<file path="config.mk">
export PLATFORM = sky130hd
export DESIGN_NAME = ext_event_flags
export DESIGN_NICKNAME = d
export VERILOG_FILES = /design/src/rtl/evf_pkg.sv /design/src/rtl/evf_pin_sync.sv /design/src/rtl/evf_edge_detect.sv /design/src/rtl/evf_flag_bank.sv /design/src/rtl/ext_event_flags.sv
export SDC_FILE = /design/constraint.sdc
export NUM_CORES = 1
export LEC_CHECK = 0
export BUFFER_PORTS_ARGS = -buffer_cell sky130_fd_sc_hd__buf_2
export CAP_MARGIN = 10
export CORE_MARGIN = 4
export CORE_UTILIZATION = 35
export DETAILED_ROUTE_END_ITERATION = 7
export SYNTH_ARGS = -nofsm -noshare
export SYNTH_HDL_FRONTEND = slang
export SYNTH_SLANG_ARGS = --single-unit
</file>
<file path="constraint.sdc">
create_clock -name clk -period 1.3 [get_ports clk]
set_input_delay 0.13 -clock clk [delete_from_list [all_inputs] [get_ports clk]]
set_output_delay 0.13 -clock clk [all_outputs]
set_load 0.02 [all_outputs]
</file>
<file path="src/rtl/evf_pkg.sv">
package evf_pkg;

  // Edge qualification: rise_sel=1 looks for 0->1, rise_sel=0 looks for 1->0.
  function automatic logic edge_seen(input logic prev, input logic cur, input logic rise_sel);
    if (rise_sel) return (!prev) && cur;
    else          return prev && (!cur);
  endfunction

  // Next flag value: a set event beats a clear request.
  function automatic logic flag_next(input logic cur, input logic set, input logic clr);
    return set | (cur & ~clr);
  endfunction

endpackage

</file>
<file path="src/rtl/evf_pin_sync.sv">
module evf_pin_sync #(
  parameter int WIDTH = 8,
  parameter int STAGES = 2,
  parameter logic IDLE_LEVEL = 1'b1
) (
  input  logic             clk,
  input  logic             rst_n,
  input  logic [WIDTH-1:0] raw,
  output logic [WIDTH-1:0] synced
);
  localparam logic [WIDTH-1:0] RST_VEC = {WIDTH{IDLE_LEVEL}};

  logic [WIDTH-1:0] chain [STAGES];

  genvar s;
  generate
    for (s = 0; s < STAGES; s++) begin : g_stage
      if (s == 0) begin : g_first
        always_ff @(posedge clk or negedge rst_n) begin
          if (!rst_n) chain[0] <= RST_VEC;
          else        chain[0] <= raw;
        end
      end else begin : g_next
        always_ff @(posedge clk or negedge rst_n) begin
          if (!rst_n) chain[s] <= RST_VEC;
          else        chain[s] <= chain[s-1];
        end
      end
    end
  endgenerate

  assign synced = chain[STAGES-1];
endmodule

</file>
<file path="src/rtl/evf_edge_detect.sv">
module evf_edge_detect
  import evf_pkg::*;
#(
  parameter int WIDTH = 8,
  parameter logic IDLE_LEVEL = 1'b1
) (
  input  logic             clk,
  input  logic             rst_n,
  input  logic [WIDTH-1:0] synced,
  input  logic [WIDTH-1:0] rise_sel,
  output logic [WIDTH-1:0] hit
);
  localparam logic [WIDTH-1:0] RST_VEC = {WIDTH{IDLE_LEVEL}};

  logic [WIDTH-1:0] prev_q;

  always_ff @(posedge clk or negedge rst_n) begin
    if (!rst_n) prev_q <= RST_VEC;
    else        prev_q <= synced;
  end

  genvar b;
  generate
    for (b = 0; b < WIDTH; b++) begin : g_bit
      assign hit[b] = edge_seen(prev_q[b], synced[b], rise_sel[b]);
    end
  endgenerate
endmodule

</file>
<file path="src/rtl/evf_flag_bank.sv">
module evf_flag_bank
  import evf_pkg::*;
#(
  parameter int WIDTH = 8
) (
  input  logic             clk,
  input  logic             rst_n,
  input  logic [WIDTH-1:0] set_vec,
  input  logic [WIDTH-1:0] clr_vec,
  output logic [WIDTH-1:0] flags_q
);
  genvar b;
  generate
    for (b = 0; b < WIDTH; b++) begin : g_flag
      always_ff @(posedge clk or negedge rst_n) begin
        if (!rst_n) flags_q[b] <= 1'b0;
        else        flags_q[b] <= flag_next(flags_q[b], set_vec[b], clr_vec[b]);
      end
    end
  endgenerate
endmodule

</file>
<file path="src/rtl/ext_event_flags.sv">
module ext_event_flags #(
  parameter int NUM_KEY = 5,
  parameter int NUM_IRQ = 3,
  parameter int ADDR_W = 8,
  parameter logic [ADDR_W-1:0] REG_ADDR = 8'h1E,
  parameter int SYNC_STAGES = 2,
  parameter logic IDLE_LEVEL = 1'b1,
  localparam int DATA_W = NUM_KEY + NUM_IRQ
) (
  input  logic               clk,
  input  logic               rst_n,
  input  logic [NUM_KEY-1:0] key_pins,
  input  logic [NUM_IRQ-1:0] irq_pins,
  input  logic [NUM_KEY-1:0] key_en,
  input  logic [NUM_IRQ-1:0] irq_en,
  input  logic [NUM_IRQ-1:0] irq_rise_sel,
  input  logic [ADDR_W-1:0]  bus_addr,
  input  logic               bus_wr,
  input  logic               bus_rd,
  input  logic [DATA_W-1:0]  bus_wdata,
  output logic [DATA_W-1:0]  bus_rdata,
  output logic               int_req
);
  // Named internal events, brought out for the checker.
  logic [DATA_W-1:0] pins_all;
  logic [DATA_W-1:0] pins_sync;
  logic [DATA_W-1:0] sel_all;
  logic [DATA_W-1:0] en_all;
  logic [DATA_W-1:0] edge_hit;
  logic [DATA_W-1:0] set_vec;
  logic [DATA_W-1:0] clr_vec;
  logic [DATA_W-1:0] flags_q;
  logic              addr_hit;
  logic              wr_hit;

  assign pins_all = {key_pins, irq_pins};
  // Keypad lines are fixed to falling-edge detection.
  assign sel_all  = {{NUM_KEY{1'b0}}, irq_rise_sel};
  assign en_all   = {key_en, irq_en};

  evf_pin_sync #(
    .WIDTH(DATA_W), .STAGES(SYNC_STAGES), .IDLE_LEVEL(IDLE_LEVEL)
  ) u_sync (
    .clk(clk), .rst_n(rst_n), .raw(pins_all), .synced(pins_sync)
  );

  evf_edge_detect #(
    .WIDTH(DATA_W), .IDLE_LEVEL(IDLE_LEVEL)
  ) u_edge (
    .clk(clk), .rst_n(rst_n), .synced(pins_sync), .rise_sel(sel_all), .hit(edge_hit)
  );

  assign set_vec  = edge_hit & en_all;
  assign addr_hit = (bus_addr == REG_ADDR);
  assign wr_hit   = bus_wr && addr_hit;
  assign clr_vec  = wr_hit ? ~bus_wdata : '0;

  evf_flag_bank #(
    .WIDTH(DATA_W)
  ) u_flags (
    .clk(clk), .rst_n(rst_n), .set_vec(set_vec), .clr_vec(clr_vec), .flags_q(flags_q)
  );

  assign bus_rdata = (bus_rd && addr_hit) ? flags_q : '0;
  assign int_req   = |flags_q;
endmodule

</file>
==> impl_results.md, run 1 <==
- First-pass GRT wire length: about 4000 µm
- Non-filler cells, final: 201
- Setup TNS: -0.181 ns
- Worst hold margin: 0.0184 ns
- Worst reg2reg path depth: 3
- WS Path Type: flop to output pin
- Core ar.: between 3000 and 4000 µm²
- Crit path DAT: roughly 1.3 ns
- Lkg Pwr: about 0.83 nW
- Multi-input logic area: ~340 µm²
- Worst Hold Depth: 3
- Worst-Margin Slew: around 0.7 ns
- Status: complete, but fails checks
- Final setup violation count: 2
- Layout fillers: 311
- Nets@finish: slightly below 200
- Largest net degree at the start of global routing: 33
- Startpoint type of the worst setup path: flop
- Min cycle time layout: roughly 1.4 ns
- Number of synthesized register bits: 32
- Cts bufs inserted: 5
- CTS tree: yes
- Worst EP required: around 1.2 ns
- Initial core utilization: 36.1%
- # DRC: 0
- Leading post-synthesis cells by cell area: dfstp_2 52%, dfrtp_1 17%, and3_1 4.2%, nor4_2 3.1%, inv_1 2.8%
- Final hold vios: 0
- PwrDens: roughly 1100 nW/µm²
- Die area: 4450 µm²
- Cell Rows: 21
- # port buffers: 47
- Final Total Pwr: between 0.0015 and 0.002 W
- IO Pins: 48
- Rel. slew slack: 54.6%
- Final GP Congestion: between 0.7 and 0.8
- Max clock buf depth: 2
- Clock Sinks: 32
- Post-DP HPWL: ~1900 µm
- Count of different cell masters after synthesis: 21
- FF+latch area: about 830 µm²
- Leading cell type in the layout, fill and taps excluded: buf_2
- Cells after Synth: 88
- H-Tree Level Count: 2
- Placed cells: approximately 180
- Syn Nets: ~130
- Min-delay worst type: input port to flop
- Number of global-route vias before repair: roughly 910
- Wirelength per Cell: around 12 µm
- Final setup margin: -0.0972 ns
- Hold Startpoint: bus_wdata[3]
- RSZ-0062 raised after global routing: yes
- Initial DRT Pass Iterations: 3
- Fraction of layout cells with a size suffix above 1: 60.6%
- Final ANT Viol Nets: 0
- Mapped Area: 1200 µm²
- Vias per inst: between 4 and 5
- Post-synth top area cell: dfstp_2
- Fmax: 716 MHz
- # Max-Cap Violations: 0
- CP max FO: 3
- Worst R2R End: u_flags.flags_q[1]
- Seq/Total Area, Yosys: between 60% and 70%
- Detailed-route via count: about 910
- Die width: around 67 µm
- Share of the synthesized area in the top cell type: a little over half
- Final Cell Area: roughly 1700 µm²
- Crit. End Element: output pin
- Setup slack, reg-to-reg: between 0.1 and 0.15 ns
- P&R area growth vs syn: 43.5%
- Clk_skew: 0.00862 ns
- Initial antenna violation count: 0
- Violated checks: negative setup slack
- Chip Height: between 60 and 70 µm
- Hold endpoint: u_flags.flags_q[3]
- Fin crit share: 107%
- Final wirelength: 2500 µm
- GR Overflow Total: 0
- Ys Warns: 0
- Max Slew Vio Count: 0
- Commonest non-fill, non-tap cells in the layout: 44 x buf_2, 24 x dfstp_2, 9 x inv_1, 9 x dlygate4sd3_1, 8 x dfrtp_1
- Worst vdd rail ir drop: between 0.7 and 0.8 mV
- Clock Latency Late Sink: about 0.33 ns
- Drt initial violations: 9
- Ant diodes: 0
- Dpl cell area: 1500 µm²
- Launch point of the worst reg-to-reg path: u_edge.prev_q[1]
- Overall Global Routing Usage: approximately an eighth
- Syn_area_per_cell: 13.7 µm²
- CTS clock-pin slew for the worst setup and hold paths: 0.11 ns
- Root buffer selected by CTS: clkbuf_4
-- how the worst max path moves through the flow --
stage | slack (ns) | to | cells past startpoint | from
after floorplan | 0.28 | u_flags.flags_q[0] | 3 | u_edge.prev_q[0]
after global placement | 0.11 | u_flags.flags_q[5] | 5 | bus_addr[0]
after detailed placement | 0.06 | u_flags.flags_q[1] | 5 | bus_addr[0]
after CTS | -0.10 | int_req | 3 | u_flags.flags_q[3]
after global routing | -0.15 | int_req | 3 | u_flags.flags_q[3]
final | -0.1 | bus_rdata[3] | 4 | u_flags.flags_q[3]
-- timing repair --
action,in CTS,in global routing
setup buffers,2,1
pin swaps,1,2
hold endpoints to repair,16,0
hold buffers,9,0
endpoints found under the setup margin,1,3
resized for setup,1,9
-- state kept, by name (all words and copies together), names as in the netlist --
name and cells:
u_sync.synced 8, u_sync.chain 8, u_edge.prev_q 8, u_flags.flags_q 8
-- Yosys cell counts --
cell / instances
o21ai_0: 3
o211ai_1: 2
and3_1: 8
a32oi_1: 1
dfstp_2: 24
and3b_1: 3
nor4_4: 1
buf_6: 1
nand2_1: 7
o22ai_1: 4
nand4bb_1: 2
inv_2: 1
inv_1: 9
nor4_1: 3
nor2_4: 1
nor4_2: 3
nor3b_1: 3
dfrtp_1: 8
buf_2: 1
nor3_2: 1
o21ai_1: 2
-- metrics by stage --
stage	utilization (%)	worst slack [ns]
floorplan	-	0.283
global placement	44.8	0.107
detailed placement	44.8	0.0577
CTS	50.6	-0.100
global route	51.8	-0.155
finish	51.8	-0.0972
-- kinds of logic after synthesis --
group                  share of synthesized area (%)
and+or+nand+nor                                 20.5
DFF                                             69.0
AOI/OAI and AO/OA                               6.13
buffers and inverters                           4.46
-- final cells by class --
type                       instances  area share, %
timing repair buffer              61           22.3
multi-input combinational         44           19.5
clock buffer                       5           2.17
clock inverter                     3           2.46
tap                               46           3.33
sequential                        32           48.0
inverter                          10           2.17
-- report_power, final --
| group | internal, W | total (W) | switching, W |
|---|---|---|---|
| registers | 0.00106 | 0.00108 | 0.0000165 |
| clock network | 0.000401 | 0.000736 | 0.000335 |
| logic | 0.0000747 | 0.000136 | 0.0000611 |
| total | 0.00154 | 0.00195 | 0.000413 |
-- critical path, stage by stage (launching register included) --
cell,delay [ns]
dfrtp_1,0.41
buf_4,0.14
buf_6,0.11
and3_4,0.16
buf_6,0.12
-- metal layers --
layer | part of all wire (%) | global-route usage, %
met5 | 0 | 0
met2 | 51 | 19.3
met1 | 39 | 14.2
met3 | 8.6 | 5.90
met4 | 1.8 | 6.85
(Power assumes the default switching activity.)
==> run 2: changes to the inputs <==
--- a/config.mk
+++ b/config.mk
@@ -12,4 +12,5 @@
 export DETAILED_ROUTE_END_ITERATION = 7
 export SYNTH_ARGS = -nofsm -noshare
 export SYNTH_HDL_FRONTEND = slang
+export SYNTH_HIERARCHICAL = 1
 export SYNTH_SLANG_ARGS = --single-unit
==> impl_results.md, run 2 <==
- PwrDens: 1180 nW/µm² (was 1130 nW/µm²)
- Max Slew Vio Count: 0 (unchanged)
- Most frequent cell after synthesis: dfstp_2 (unchanged)
- Slowest cell on crit path: dfrtp_1 (unchanged)
- Drt initial violations: 13 (was 9)
- Clock Latency Late Sink: 0.28 ns (was 0.33 ns)
- Min-delay worst type: input port to flop (unchanged)
- CP Cell Sequence: nor4_2 > nand2_1 > buf_2 (was buf_4 > buf_6 > and3_4 > buf_6)
- Synth Flop Type: dfstp_2 (unchanged)
- Number of global-route vias before repair: 1044 (was 905)
- Seq pwr share: 47.4% (was 55.4%)
- Met1 usage: 12.1% (was 14.2%)
- Setup TNS: -0.0645 ns (was -0.181 ns)
- Commonest non-fill, non-tap cells in the layout: 46 x buf_2, 24 x dfstp_2, 16 x nand2_1, 10 x conb_1 (was 44 x buf_2, 24 x dfstp_2, 9 x inv_1, 9 x dlygate4sd3_1, 8 x dfrtp_1)
- Clock Sinks: 32 (unchanged)
- # DRC: 0 (unchanged)
- Met2 GRT Util: 18.1% (was 19.3%)
- Nets@finish: 224 (was 193)
- Most crowded layer after global routing: met2 (unchanged)
- CP max FO: 2 (was 3)
- M3 GR Usage: 3.58% (was 5.90%)
- Final ANT Viol Nets: 0 (unchanged)
- Worst reg2reg path depth: 4 (was 3)
- Initial core utilization: 36.4% (was 36.1%)
- Initial DRT Pass Iterations: 4 (was 3)
- Final hold vios: 0 (unchanged)
- Startpoint type of the worst setup path: flop (unchanged)
- Post-synth top area cell: dfstp_2 (unchanged)
- Post-DP HPWL: 2080 µm (was 1850 µm)
- Clk_skew: 0.00392 ns (was 0.00862 ns)
- Worst hold margin: 0.127 ns (was 0.0184 ns)
- P&R area growth vs syn: 33.2% (was 43.5%)
- Hold endpoint: u_flags/flags_q[7] (was u_flags.flags_q[3])
- Fraction of layout cells with a size suffix above 1: 51.6% (was 60.6%)
- # Max-Cap Violations: 0 (unchanged)
- Final core occ: 48.5% (was 51.8%)
- Net Sw Frac: 19.8% (was 21.1%)
- Setup slack, reg-to-reg: 0.17 ns (was 0.14 ns)
- Leading cell type in the layout, fill and taps excluded: buf_2 (unchanged)
- Die area: 5290 µm² (was 4450 µm²)
- Min cycle time layout: 1.36 ns (was 1.40 ns)
- Root buffer selected by CTS: clkbuf_8 (was clkbuf_4)
- Final GP Congestion: 0.829 (was 0.749)
- Crit. End Element: output pin (unchanged)
- Ant diodes: 0 (unchanged)
- Final wirelength: 2740 µm (was 2500 µm)
- Share of the synthesized area in the top cell type: 43.0% (was 52.3%)
- Post-synth EDFFs: 0 (unchanged)
- Worst EP required: 1.17 ns (about the same)
- Die width: 72.7 µm (was 66.7 µm)
- Max clock buf depth: 2 (unchanged)
- Wirelength per Cell: 11.6 µm (was 12.4 µm)
- Slowest stage delay, CP: 0.39 ns (was 0.41 ns)
- Worst vdd rail ir drop: 0.591 mV (was 0.758 mV)
- Ys Warns: 6 (was 0)
- WS Path Type: flop to output pin (unchanged)
- Hold Startpoint: bus_wdata[7] (was bus_wdata[3])
- Clk pwr share: 44.6% (was 37.7%)
- Share of flip-flops with an asynchronous set or reset: 100% (unchanged)
- Rel. slew slack: 64.4% (was 54.6%)
- Logic pwr share: 8.1% (was 7.0%)
- Net Switching: 0.000457 W (was 0.000413 W)
- Crit path DAT: 1.23 ns (was 1.27 ns)
- Mapped Area: 1470 µm² (was 1200 µm²)
- Cts bufs inserted: 5 (unchanged)
- Fin crit share: 105% (was 107%)
- Most instantiated cells after synthesis: 24 x dfstp_2, 16 x nand2_1 (was 24 x dfstp_2, 9 x inv_1, 8 x and3_1, 8 x dfrtp_1, 7 x nand2_1)
- Chip Height: 72.7 µm (was 66.7 µm)
- CTS tree: yes (unchanged)
- Violated checks: negative setup slack (unchanged)
- Cell Rows: 23 (was 21)
- Count of different cell masters after synthesis: 21 (unchanged)
- CTS clock-pin slew for the worst setup and hold paths: 0.06 ns (was 0.11 ns)
- Overall Global Routing Usage: 11.1% (was 12.5%)
- Seq/Total Area, Yosys: 56.7% (was 69.0%)
- Number of synthesized register bits: 32 (unchanged)
- Status: complete, but fails checks (unchanged)
- Final setup margin: -0.0645 ns (was -0.0972 ns)
- Leading post-synthesis cells by cell area: dfstp_2 43%, dfrtp_1 14%, o22ai_2 6.0%, a21o_1 4.1%, buf_4 4.1% (was dfstp_2 52%, dfrtp_1 17%, and3_1 4.2%, nor4_2 3.1%, inv_1 2.8%)
- Worst Hold Depth: 4 (was 3)
- GR Overflow Total: 0 (unchanged)
- Worst-Margin Slew: 0.534 ns (was 0.682 ns)
- Lkg Pwr: 0.835 nW (was 0.825 nW)
- Launch point of the worst reg-to-reg path: u_sync/synced[2] (was u_edge.prev_q[1])
- Initial antenna violation count: 0 (unchanged)
- Fmax: 733 MHz (was 716 MHz)
- Cells after Synth: 123 (was 88)
- Detailed-route via count: 1047 (was 909)
- Worst R2R End: u_flags/flags_q[2] (was u_flags.flags_q[1])
- RSZ-0062 raised after global routing: yes (unchanged)
- IO Pins: 48 (unchanged)
- Final setup violation count: 1 (was 2)
- Vias per inst: 4.44 (was 4.52)
- First-pass GRT wire length: 4420 µm (was 3970 µm)
- H-Tree Level Count: 2 (unchanged)
- # port buffers: 47 (unchanged)
- Final Total Pwr: 0.00230 W (was 0.00195 W)
- Syn_area_per_cell: 11.9 µm² (was 13.7 µm²)
- Largest net degree at the start of global routing: 26 (was 33)
- Pint: 0.00185 W (was 0.00154 W)
- Layout fillers: 366 (was 311)
- Core ar.: 4030 µm² (was 3340 µm²)
[run 2: cell types whose count changed after synthesis, sizes merged, moves of 5 or more]
cell and delta:
buf +11, nand2 +9, a21o +8, and2 +8
and3 -8, nand2b +8, nor4b +8, nor3 +7
nor4 -5
[run 2: how the worst max path moves through the flow]
| stage | start | end | slack (ns) | cells after the start |
|---|---|---|---|---|
| final | u_flags/flags_q[7] | int_req | -0.06 | 3 |
| after global routing | u_flags/flags_q[7] | int_req | -0.12 | 3 |
| after CTS | u_flags/flags_q[7] | int_req | -0.08 | 3 |
| after detailed placement | bus_addr[6] | u_flags/flags_q[4] | -0.02 | 6 |
| after global placement | bus_addr[6] | u_flags/flags_q[4] | 0.02 | 6 |
| after floorplan | bus_addr[6] | bus_rdata[0] | 0.07 | 4 |
[run 2: what timing repair did]
action                                 CTS  global route
setup endpoints to repair                1             3
gates resized for setup                  1             4
setup buffers                            1             0
endpoints found under the hold margin    8             0
hold buffers                             8             0
cloned                                   0             0
pin swaps                                1             0
[run 2: worst max-delay path: cells and delay by family (launching register included)]
| family | cells | cell delay (ns) |
|---|---|---|
| flip-flops | 1 | 0.39 |
| AND/OR/NAND/NOR | 2 | 0.38 |
| buffers and inverters | 1 | 0.17 |
[run 2: per-layer routing]
metal	part of all wire, %	routed length (µm)
met1	41	1110
met2	48	1320
met3	9.5	261
met4	2.0	54
met5	0	0
[run 2: final cells by class]
cell class              count  area [µm²]  share of cell area, %
flip-flops and latches     32         831                   42.5
clock inverters             1        30.0                   1.54
multi-input cells          79         556                   28.4
clock buffers               7        96.3                   4.93
well taps                  50        62.6                   3.20
repair buffers             59         348                   17.8
inverters                   8        30.0                   1.54
[run 2: power by group through the flow]
stage | Combinational (W) | Sequential [W] | Clock (W)
after CTS | 0.000188 | 0.00109 | 0.00106
after detailed placement | 0.000168 | 0.00111 | 0
after global placement | 0.000162 | 0.00110 | 0
after floorplan | 0.000102 | 0.00110 | 0
final | 0.000186 | 0.00109 | 0.00103
after global routing | 0.000208 | 0.00110 | 0.00110
[run 2: through the flow]
stage	setup slack (ns)	cell area (µm²)	std cells
2_1_floorplan	0.0720	1500	132
3_3_place_gp	0.0192	1710	219
3_5_place_dp	-0.0198	1710	219
4_1_cts	-0.0832	1930	236
5_1_grt	-0.124	1950	236
6_report	-0.0645	1950	236
[run 2: cell families after synthesis]
kind of cell | after synthesis | synth area share [%]
AO/OA/AOI/OAI | 16 | 10.4
other | 1 | 0.256
AND/OR/NAND/NOR | 53 | 23.4
buffers and inverters | 21 | 9.30
flip-flops | 32 | 56.7
==> run 3: changes to the inputs <==
--- a/config.mk
+++ b/config.mk
@@ -5,7 +5,7 @@
 export SDC_FILE = /design/constraint.sdc
 export NUM_CORES = 1
 export LEC_CHECK = 0
-export BUFFER_PORTS_ARGS = -buffer_cell sky130_fd_sc_hd__buf_2
+export BUFFER_PORTS_ARGS = -buffer_cell sky130_fd_sc_hd__clkbuf_2
 export CAP_MARGIN = 10
 export CORE_MARGIN = 4
 export CORE_UTILIZATION = 35
==> impl_results.md, run 3 (same netlist as run 2, synthesis figures left out) <==
- Vias per inst: 4.40 (was 4.44)
- # port buffers: 47 (unchanged)
- Initial core utilization: 36.4% (unchanged)
- Cell Rows: 23 (unchanged)
- GR Overflow Total: 0 (unchanged)
- Root buffer selected by CTS: clkbuf_8 (unchanged)
- Startpoint type of the worst setup path: flop (unchanged)
- Worst-Margin Slew: 0.538 ns (was 0.534 ns)
- Layout fillers: 380 (was 366)
- CP Cell Sequence: nor4_2 > nand2_1 > buf_6 (was nor4_2 > nand2_1 > buf_2)
- Clk_skew: 0.00588 ns (was 0.00392 ns)
- Fmax: 743 MHz (was 733 MHz)
- Final GP Congestion: 0.826 (was 0.829)
- Final hold vios: 0 (unchanged)
- Final wirelength: 2810 µm (was 2740 µm)
- Largest net degree at the start of global routing: 24 (was 26)
- Commonest non-fill, non-tap cells in the layout: 42 x clkbuf_2, 24 x dfstp_2, 16 x nand2_1, 10 x conb_1 (was 46 x buf_2, 24 x dfstp_2, 16 x nand2_1, 10 x conb_1)
- H-Tree Level Count: 2 (unchanged)
- Nets@finish: 226 (was 224)
- CTS clock-pin slew for the worst setup and hold paths: 0.06 ns (about the same)
- Final setup violation count: 2 (was 1)
- Max Slew Vio Count: 0 (unchanged)
- Clock Sinks: 32 (unchanged)
- Clock Latency Late Sink: 0.28 ns (about the same)
- Post-DP HPWL: 2160 µm (was 2080 µm)
- Ant diodes: 0 (unchanged)
- WS Path Type: flop to output pin (unchanged)
- Crit path DAT: 1.22 ns (was 1.23 ns)
- Final core occ: 48.7% (was 48.5%)
- Rel. slew slack: 64.1% (was 64.4%)
- # DRC: 0 (unchanged)
- Number of global-route vias before repair: 1147 (was 1044)
- Final Total Pwr: 0.00209 W (was 0.00230 W)
- Status: complete, but fails checks (unchanged)
- CP Buf/Inv Count: 1 (unchanged)
- CP max FO: 2 (unchanged)
- Slowest stage delay, CP: 0.40 ns (was 0.39 ns)
- Drt initial violations: 34 (was 13)
- Cts bufs inserted: 5 (unchanged)
- Initial DRT Pass Iterations: 4 (unchanged)
- Max clock buf depth: 2 (unchanged)
- Overall Global Routing Usage: 12.2% (was 11.1%)
- Worst vdd rail ir drop: 0.616 mV (was 0.591 mV)
- Final setup margin: -0.0451 ns (was -0.0645 ns)
- Initial antenna violation count: 0 (unchanged)
- Placed cells: 220 (was 219)
- IO Pins: 48 (unchanged)
- Detailed-route via count: 1047 (unchanged)
- Setup TNS: -0.0691 ns (was -0.0645 ns)
- Fin crit share: 103% (was 105%)
- Worst EP required: 1.17 ns (about the same)
- Slowest cell on crit path: dfrtp_1 (unchanged)
- Chip Height: 72.7 µm (unchanged)
- PwrDens: 1070 nW/µm² (was 1180 nW/µm²)
- Non-filler cells, final: 238 (was 236)
- Die width: 72.7 µm (unchanged)
- # Max-Cap Violations: 0 (unchanged)
- Critical path's top delay family: flip-flops (unchanged)
- Leading cell type in the layout, fill and taps excluded: clkbuf_2 (was buf_2)
- Wirelength per Cell: 11.8 µm (was 11.6 µm)
- RSZ-0062 raised after global routing: yes (unchanged)
- Lkg Pwr: 0.841 nW (was 0.835 nW)
- Min cycle time layout: 1.35 ns (was 1.36 ns)
- Violated checks: negative setup slack (unchanged)
- P&R area growth vs syn: 33.8% (was 33.2%)
- Fraction of layout cells with a size suffix above 1: 52.7% (was 51.6%)
- Core ar.: 4030 µm² (unchanged)
- Final ANT Viol Nets: 0 (unchanged)
- Crit. End Element: output pin (unchanged)
- Die area: 5290 µm² (unchanged)
- First-pass GRT wire length: 4880 µm (was 4420 µm)
- Min-delay worst type: input port to flop (unchanged)
- CTS tree: yes (unchanged)
run 3: report_power, final:
part	switching, W	leakage (nW)	internal (W)
Combinational	0.0000865	0.467	0.000106
Clock	0.000326	0.0515	0.000482
Sequential	0.0000238	0.323	0.00107
Total	0.000436	0.841	0.00166
run 3: path summary, 6_finish.rpt:
path | start | end | slack (ns) | depth (start not counted)
worst min register to register | u_sync/chain[15] | u_sync/synced[7] | 0.35 | 0
worst max register to register | u_sync/synced[0] | u_flags/flags_q[0] | 0.16 | 4
worst max-delay path | u_flags/flags_q[7] | int_req | -0.05 | 3
worst min-delay path | key_en[2] | u_flags/flags_q[5] | 0.14 | 3
min in group asynchronous | rst_n | u_edge/prev_q[6] | 0.16 | 1
max in group asynchronous | rst_n | u_edge/prev_q[1] | 0.93 | 2
run 3: repair_timing:
item	CTS	global route
buffers inserted	1	1
pin swaps	1	0
hold buffers	8	0
hold endpoints to repair	8	0
gates resized for setup	2	13
setup endpoints to repair	1	4
run 3: final cells by class:
type | instances | area (µm²) | share of cell area [%]
Tap cell | 50 | 62.6 | 3.19
Multi-Input combinational cell | 79 | 566 | 28.8
Clock buffer | 8 | 100 | 5.10
Inverter | 8 | 30.0 | 1.53
Sequential cell | 32 | 831 | 42.3
Timing Repair Buffer | 61 | 373 | 19.0
run 3: routing by layer:
| layer | up-vias | track usage [%] | part of all wire (%) |
|---|---|---|---|
| met4 | 0 | 6.97 | 2.1 |
| met2 | 38 | 19.4 | 51 |
| li1 | 526 | - | - |
| met1 | 478 | 13.5 | 39 |
| met3 | 5 | 5.51 | 7.8 |
| met5 | - | 0 | 0 |
run 3: stage by stage:
step / hold slack (ns) / setup slack [ns] / instance area, µm²
2_1_floorplan: -0.166 / 0.0720 / 1500
3_3_place_gp: 0.217 / 0.0150 / 1720
3_5_place_dp: 0.219 / -0.00468 / 1720
4_1_cts: 0.130 / -0.0805 / 1920
5_1_grt: 0.134 / -0.121 / 1960
6_report: 0.138 / -0.0451 / 1960
run 3: tightest hold or removal path, delay by kind of cell:
family,cells,cell delay (ns)
buf+inv,1,0.07
simple gates,1,0.11
compound gates,1,0.08
